**config.mk**
```make
export PLATFORM = sky130hd
export DESIGN_NAME = fetch_seq_top
export DESIGN_NICKNAME = d
export VERILOG_FILES = /design/src/rtl/fetch_pkg.sv /design/src/rtl/fetch_alu.sv /design/src/rtl/fetch_step_ctrl.sv /design/src/rtl/fetch_datapath.sv /design/src/rtl/fetch_seq_top.sv
export SDC_FILE = /design/constraint.sdc
export NUM_CORES = 2
export LEC_CHECK = 0
export BUFFER_PORTS_ARGS = -buffer_cell sky130_fd_sc_hd__buf_2
export CAP_MARGIN = 20
export CORE_UTILIZATION = 45
export CTS_CLUSTER_DIAMETER = 80
export DETAILED_ROUTE_END_ITERATION = 8
export PLACE_DENSITY_LB_ADDON = 0.3
export SLEW_MARGIN = 40
export SYNTH_ARGS = -nofsm -noshare
export SYNTH_HDL_FRONTEND = slang
export SYNTH_SLANG_ARGS = --single-unit
```
**constraint.sdc**
```tcl
create_clock -name clk -period 10.65 [get_ports clk]
set_input_delay 1.065 -clock clk [delete_from_list [all_inputs] [get_ports clk]]
set_output_delay 1.065 -clock clk [all_outputs]
set_load 0.05 [all_outputs]
```
**src/rtl/fetch_pkg.sv**
```systemverilog
`timescale 1ns/1ps
package fetch_pkg;
  localparam int DATA_W  = 8;
  localparam int ADDR_W  = 8;
  localparam int STEP_N  = 7;
  localparam int STEP_W  = $clog2(STEP_N + 1);

  typedef enum logic [2:0] {
    ALU_ADD = 3'b000,
    ALU_SUB = 3'b001,
    ALU_AND = 3'b010,
    ALU_OR  = 3'b011,
    ALU_XOR = 3'b100,
    ALU_NOT = 3'b101,
    ALU_SHL = 3'b110,
    ALU_SHR = 3'b111
  } aluOp_e;

  typedef struct packed {
    logic   iarEn;
    logic   iarSet;
    logic   marSet;
    logic   irSet;
    logic   accEn;
    logic   accSet;
    logic   ramEn;
    logic   busOne;
    aluOp_e aluOp;
  } strobes_t;
endpackage

```
**src/rtl/fetch_alu.sv**
```systemverilog
`timescale 1ns/1ps
module fetch_alu #(
  parameter int W = 8
) (
  input  fetch_pkg::aluOp_e op,
  input  logic [W-1:0]      opA,
  input  logic [W-1:0]      opB,
  output logic [W-1:0]      result
);
  import fetch_pkg::*;

  always_comb begin
    unique case (op)
      ALU_ADD: result = opA + opB;
      ALU_SUB: result = opA - opB;
      ALU_AND: result = opA & opB;
      ALU_OR:  result = opA | opB;
      ALU_XOR: result = opA ^ opB;
      ALU_NOT: result = ~opA;
      ALU_SHL: result = opA << 1;
      ALU_SHR: result = opA >> 1;
      default: result = opA + opB;
    endcase
  end
endmodule

```
**src/rtl/fetch_step_ctrl.sv**
```systemverilog
`timescale 1ns/1ps
module fetch_step_ctrl #(
  parameter int STEPS = fetch_pkg::STEP_N,
  localparam int SW   = $clog2(STEPS + 1)
) (
  input  logic                clk,
  input  logic                rstN,
  output logic [SW-1:0]       step,
  output fetch_pkg::strobes_t strb
);
  import fetch_pkg::*;

  localparam logic [SW-1:0] FIRST = SW'(1);
  localparam logic [SW-1:0] LAST  = SW'(STEPS);

  // step counter: 1..STEPS, last step is the idle turnaround
  always_ff @(posedge clk) begin
    if (!rstN)             step <= FIRST;
    else if (step == LAST) step <= FIRST;
    else                   step <= step + SW'(1);
  end

  // one-hot decode of the fetch steps
  logic isStep1, isStep2, isStep3;
  assign isStep1 = (step == SW'(1));
  assign isStep2 = (step == SW'(2));
  assign isStep3 = (step == SW'(3));

  always_comb begin
    strb        = '0;
    strb.aluOp  = ALU_ADD;
    // step 1: pointer onto bus, address and incremented pointer captured
    strb.iarEn  = isStep1;
    strb.marSet = isStep1;
    strb.busOne = isStep1;
    strb.accSet = isStep1;
    // step 2: selected RAM byte onto bus, instruction register captures
    strb.ramEn  = isStep2;
    strb.irSet  = isStep2;
    // step 3: accumulator onto bus, pointer captures
    strb.accEn  = isStep3;
    strb.iarSet = isStep3;
  end
endmodule

```
**src/rtl/fetch_datapath.sv**
```systemverilog
`timescale 1ns/1ps
module fetch_datapath #(
  parameter int DW = fetch_pkg::DATA_W,
  parameter int AW = fetch_pkg::ADDR_W,
  localparam int DEPTH = 1 << AW
) (
  input  logic                clk,
  input  logic                rstN,
  input  fetch_pkg::strobes_t strb,
  input  logic                preloadWe,
  input  logic [AW-1:0]       preloadAddr,
  input  logic [DW-1:0]       preloadData,
  output logic [DW-1:0]       irQ,
  output logic [DW-1:0]       iarQ,
  output logic [DW-1:0]       marQ,
  output logic [DW-1:0]       accQ
);
  logic [DW-1:0] mem [DEPTH];
  logic [DW-1:0] busVal;
  logic [DW-1:0] ramRd;
  logic [DW-1:0] aluB;
  logic [DW-1:0] aluY;

  // byte-wide RAM, combinational read at the captured address
  assign ramRd = mem[marQ[AW-1:0]];

  always_ff @(posedge clk) begin
    if (preloadWe) mem[preloadAddr] <= preloadData;
  end

  // shared bus: enables are mutually exclusive by sequencing
  always_comb begin
    busVal = '0;
    if (strb.iarEn)      busVal = iarQ;
    else if (strb.accEn) busVal = accQ;
    else if (strb.ramEn) busVal = ramRd;
  end

  // operand B is forced to one by the constant injector
  assign aluB = strb.busOne ? DW'(1) : '0;

  fetch_alu #(.W(DW)) alu_i (
    .op     (strb.aluOp),
    .opA    (busVal),
    .opB    (aluB),
    .result (aluY)
  );

  always_ff @(posedge clk) begin
    if (!rstN) begin
      iarQ <= '0;
      marQ <= '0;
      irQ  <= '0;
      accQ <= '0;
    end else begin
      if (strb.iarSet) iarQ <= busVal;
      if (strb.marSet) marQ <= busVal;
      if (strb.irSet)  irQ  <= busVal;
      if (strb.accSet) accQ <= aluY;
    end
  end
endmodule

```
**src/rtl/fetch_seq_top.sv**
```systemverilog
`timescale 1ns/1ps
module fetch_seq_top (
  input  logic       clk,
  input  logic       rstN,
  input  logic       preloadWe,
  input  logic [7:0] preloadAddr,
  input  logic [7:0] preloadData,
  output logic [7:0] irOut,
  output logic [2:0] stepOut
);
  import fetch_pkg::*;

  strobes_t          strb;
  logic [DATA_W-1:0] iarVal;
  logic [DATA_W-1:0] marVal;
  logic [DATA_W-1:0] accVal;

  fetch_step_ctrl #(.STEPS(STEP_N)) ctrl_i (
    .clk  (clk),
    .rstN (rstN),
    .step (stepOut),
    .strb (strb)
  );

  fetch_datapath #(.DW(DATA_W), .AW(ADDR_W)) dp_i (
    .clk         (clk),
    .rstN        (rstN),
    .strb        (strb),
    .preloadWe   (preloadWe),
    .preloadAddr (preloadAddr),
    .preloadData (preloadData),
    .irQ         (irOut),
    .iarQ        (iarVal),
    .marQ        (marVal),
    .accQ        (accVal)
  );
endmodule

```
# [Word-level counts from Yosys, hierarchy flattened]
# Memory sizes are Yosys's and may differ from the RTL's. A register that Yosys moved wholly into a read port is not among the register bits.
# Cells that the tools add are included.
# Widths: inputs -> output; s select.
[totals] latchBits=0 register_bits=35 mem_count=1 word_cells=22 ramBits=2048 in_bits=19 romBits=0 output_inout_bits=11
[classes] n_div=0 n_mux=8 reduce_logical=1 n_bitwise=1 n_eq_ne=4 n_lt_le_gt_ge=0 addsub=2 shifts=0 n_mul=0
[memory_table] memory="dp_i.mem" depth=256 width=8 read_ports=1 rd_ports_with_merged_regs=1 write_ports=1 line="fetch_datapath.sv:18" source="logic [DW-1:0] mem [DEPTH];"
[op_table] operator="$mux 8" n=5
[op_table] operator="$add 8x8->8" n=1
[op_table] operator="$eq 3x2->1 const B" n=2
[op_table] operator="$add 3x1->3 const B" n=1
[op_table] operator="$eq 3x1->1 const B" n=1
[op_table] operator="$eq 3x3->1 const B" n=1
[op_table] operator="$mux 1" n=3
[op_table] operator="$reduce_or 2->1" n=1
[op_table] operator="$not 1->1" n=1

# [Logic depth before layout (Yosys ltp)]
[depth] depth_word=6 depth_mapped=17 mapped_depth_nobuf=12

# [Modules after synthesis]
# From an unflattened synthesis, not the netlist that was laid out.
[unflattened] cells_unflattened=4220 area_unflattened_um2=83413.8
[by_module_without_submodules] module="fetch_datapath" instances=1 cells_per_inst=4032 seq_area_each_um2=62299.8 area_per_inst_um2=81982.4
[by_module_without_submodules] module="fetch_alu" instances=1 cells_per_inst=160 seq_area_each_um2=0.0 area_per_inst_um2=1166.1
[by_module_without_submodules] module="fetch_step_ctrl" instances=1 cells_per_inst=28 seq_area_each_um2=60.1 area_per_inst_um2=265.3

# [Least setup slack after synthesis]
# OpenSTA, ideal clock, no wires.
[synth_path] kind="reg2reg" start="register (tool-made name)" end="register dp_i.accQ[6]" t_arrival_ns=3.349 setup_ns=0.127 stages_incl_launch_ff=17 period_less_slack_ns=3.476 required_ns=10.523 path_buffers=4 slack_ns=7.174 path_cell_list="dfxtp_1 > buf_6 > buf_8 > buf_6 > buf_2 > mux4_2 > mux4_2 > mux4_2 > nand3_1 > nand3_1 > o211ai_2 > nand2_1 > ha_1 > nand2_1 > nor4_1 > a32oi_1 > nand2_1"
[synth_lines] element="end signal: assignment" line="fetch_datapath.sv:59" source="if (strb.accSet) accQ <= aluY;"
[synth_lines] element="end: declaration" line="fetch_datapath.sv:16" source="output logic [DW-1:0] accQ"

==> flow_summary.toml <==
[synthesis]
yosys.area.top_type = "edfxtp_1"
seq_area_frac_synth_pct = 76.33
syn-num-nets = 3862
syn_avg_cell_area_sq_um = 21.29
yosysUniqueCellTypes = 72
yosysTopAreaCellShare_pct = 75.28
async_flop_share_pct = 0
synthesis.area_sq_um = 81700
synth-edff-count = 2048
ys_warn_count = 0
synth_ff_type = "edfxtp_1"
synth_area_leaders = "edfxtp_1 (75%), mux4_2 (15%), nor2_1 (1.4%), mux2i_1 (1.2%), dfxtp_1 (1.1%)"
ys_ff_latch = 2091
syn-instance-count = 3837

[placed_design]
placed_cell_area_sq_um = 84630
hpwl_mm = 128.8
dp_worst_setup_slack_ps = 5369
numPortBuffers = 29
routabilityCongestion = 0.8746

[min_path]
hp-class = "reg -> reg"
hold_depth = 2

[run_status]
outcome = "completed"

[worst_setup_path]
critical_path.cell_chain = "buf_4, buf_4, mux4_2, mux4_2, mux4_2, a22oi_1, nand3_1, o211ai_2, nand2_1, ha_1, nand2_1, nor4_1, a32oi_1, nand2_1"
path_depth = 14
cp-end-kind = "flip-flop"
cp-start-kind = "flip-flop"
required_ps = 11390
crit_fanout = 42
cpPeakStageDelay_ps = 840
reg2regPathDepth = 14
cp.arrival_ps = 6000
cp_num_buf_inv = 2
critPathTopFamily = "multiplexers"
slowest_stage = "dfxtp_4"
crit_type = "reg -> reg"

[sta]
slew_headroom_pct = 39.57
tns_ps = 0
slew_viol_final = 0
clock_skew_ps = 40.07
hold_viol = 0
min_period_ps = 5261
period_share_pct = 49.40
grt_setup_unrepaired = "no"
tightest_slew_ps = 906.5
clock.fmax_ghz = 0.1901
fin_ws_ps = 5389
setup_violations = 0

[global_routing]
antenna_found_initial = 5
grt_first_pass_wirelength_mm = 305.4
grt_pass1_vias = 39990
track_usage_pct = 23.56
grt_max_degree = 111
grt-ovfl-total = 0

[cells_and_area]
multiInputGateArea_sq_um = 18510
fin_nets = 3951
area_growth_pct = 11.72
seq_area_sq_um = 62380
final_cell_area_sq_um = 91280
layout-drive-gt1-share_pct = 29.55
n_fill_cell = 14040

[floorplan]
rows = 156
core-area_sq_um = 180500
die_w_um = 428.1
io_pins = 30
start_util_pct = 45.25
die_h_um = 428.1
fp.dieArea_sq_um = 183300

[power]
p_switching_mw = 3.502
power_frac_comb_pct = 3.2
power.internal_mw = 13.03
leakagePower_nw = 26.77
cellPowerDensity_nw_per_um2 = 181.1
power_frac_clock_pct = 42.0
vdd_drop_max_uv = 178.0
p_sw_share_pct = 21.19
p_seq_share_pct = 54.9

[cts]
htree_num_levels = 4
clk_path_buf_depth = 3
worst_skew_pair.late_latency_ps = 860
cts_buffers = 202
cts_hold_buffers = 0
clock_sinks = 2091
cts_tree = "yes"
clk_pin_slew_ps = 60
root_buffer = "clkbuf_16"
ctsResizeCount = 0
post_cts_buffers = 0

[detailed_routing]
totalWireLength_mm = 216.0
first_iter_violations = 5491
drc = 0
ant_nets = 0
vias = 40370
via_per_inst = 6.245
wl_per_cell_um = 33.41
dr.pass1.iters = 9

[job]
cap_viol_max_count = 0
==> state kept, by name (all words and copies together), names as in the netlist, named ones only <==
name and count:
dp_i.mem 2048, ctrl_i.step 3, dp_i.accQ 8, dp_i.marQ 8, dp_i.iarQ 8, dp_i.irQ 8
==> stage by stage <==
stage	hold WS, ps	std cells	total power, mW	utilization (%)
floorplan	435.9	3837	9.480	-
global placement	441.9	6084	9.737	46.58
detailed placement	453.0	6088	9.757	46.87
CTS	462.8	6458	16.58	50.40
global route	490.7	6463	16.91	50.55
finish	463.6	6464	16.53	50.55
==> per-layer routing <==
layer,wire length (um),track usage (%)
met1,86120,32.98
met2,100800,35.89
met3,21380,5.948
met4,7701,8.733
met5,13,0
==> synthesized netlist by cell type (3+ instances only) <==
cell type and count:
a2111oi_0 4, a211oi_1 11, a21oi_1 56, a221oi_1 10, a22o_1 8, a22oi_1 33, a311oi_1 4, a31oi_1 9
and2_1 10, and3_1 6, buf_1 19, buf_12 10, buf_2 59, buf_4 20, buf_6 25, buf_8 7
clkbuf_1 88, dfxtp_1 43, edfxtp_1 2048, ha_1 6, inv_1 10, mux2_2 5, mux2i_1 99, mux4_1 3
mux4_2 545, nand2_1 113, nand2b_1 15, nand3_1 54, nand4_1 18, nor2_1 304, nor2b_1 24, nor3_1 18
nor4_1 6, o2111ai_1 3, o211ai_1 5, o21ai_0 29, o221ai_1 22, o22ai_1 32, or2_2 5, or3_1 3
==> worst register-to-register path, stage by stage (launching register included) <==
cell and delay [ps]:
dfxtp_4 840, buf_4 700, buf_4 690, mux4_2 420, mux4_2 540, mux4_2 530
a22oi_1 330, nand3_1 150, o211ai_2 90, nand2_1 100, ha_1 240, nand2_1 140
nor4_1 60, a32oi_1 230, nand2_1 70
==> power by group through the flow <==
stage / sequential, mW / combinational [mW] / clock (mW)
final: 9.07 / 0.524 / 6.93
after global routing: 9.07 / 0.546 / 7.29
after CTS: 9.07 / 0.512 / 6.99
after detailed placement: 9.25 / 0.511 / 0
after global placement: 9.25 / 0.492 / 0
after floorplan: 9.25 / 0.231 / 0
==> final timing paths <==
check | from | endpoint | slack, ps
max | flip-flop | dp_i.accQ[6]$_SDFFE_PN0P_ | 5390
min | dp_i.marQ[3]$_SDFFE_PN0P_ | flip-flop | 460
max reg2reg | flip-flop | dp_i.accQ[6]$_SDFFE_PN0P_ | 5390
min reg2reg | dp_i.marQ[3]$_SDFFE_PN0P_ | flip-flop | 460
==> logic make-up (layout without fill, tap and decap cells) <==
group,count (synthesis),count (layout),synth area share (%)
multiplexers,652,652,16.40
other,0,2,0
adder cells (fa/ha/maj),6,6,0.09189
AO/OA/AOI/OAI,256,256,2.176
flip-flops,2091,2091,76.33
buffers and inverters,240,495,1.812
XOR/XNOR,2,2,0.02145
AND/OR/NAND/NOR,590,590,3.166
==> cell type report <==
cell class,instances,area share (%)
inverter,11,0.04798
clock inverter,111,1.076
timing repair buffer,114,1.091
antenna,2,0.005483
tap,2370,3.249
clock buffer,259,5.910
multi-input combinational,1506,20.28
sequential,2091,68.34
==> placed cells by master (no fill, tap or decap), types with 11 or more instances in the layout <==
master,count
clkbuf_1,49
buf_6,18
a21oi_1,56
o21ai_0,29
clkbuf_16,206
nand3_1,47
a22oi_1,33
o22ai_1,32
nand2b_1,14
nand4_1,18
clkinv_1,44
buf_4,62
nor2_2,226
nor2_1,77
edfxtp_1,2048
nor2b_1,18
buf_2,22
mux2i_1,99
nor3_1,18
mux4_2,545
nand2_1,107
clkinv_2,38
a211oi_1,11
o221ai_1,22
dfxtp_1,37
No activity file was read; power rests on OpenSTA's default activity.
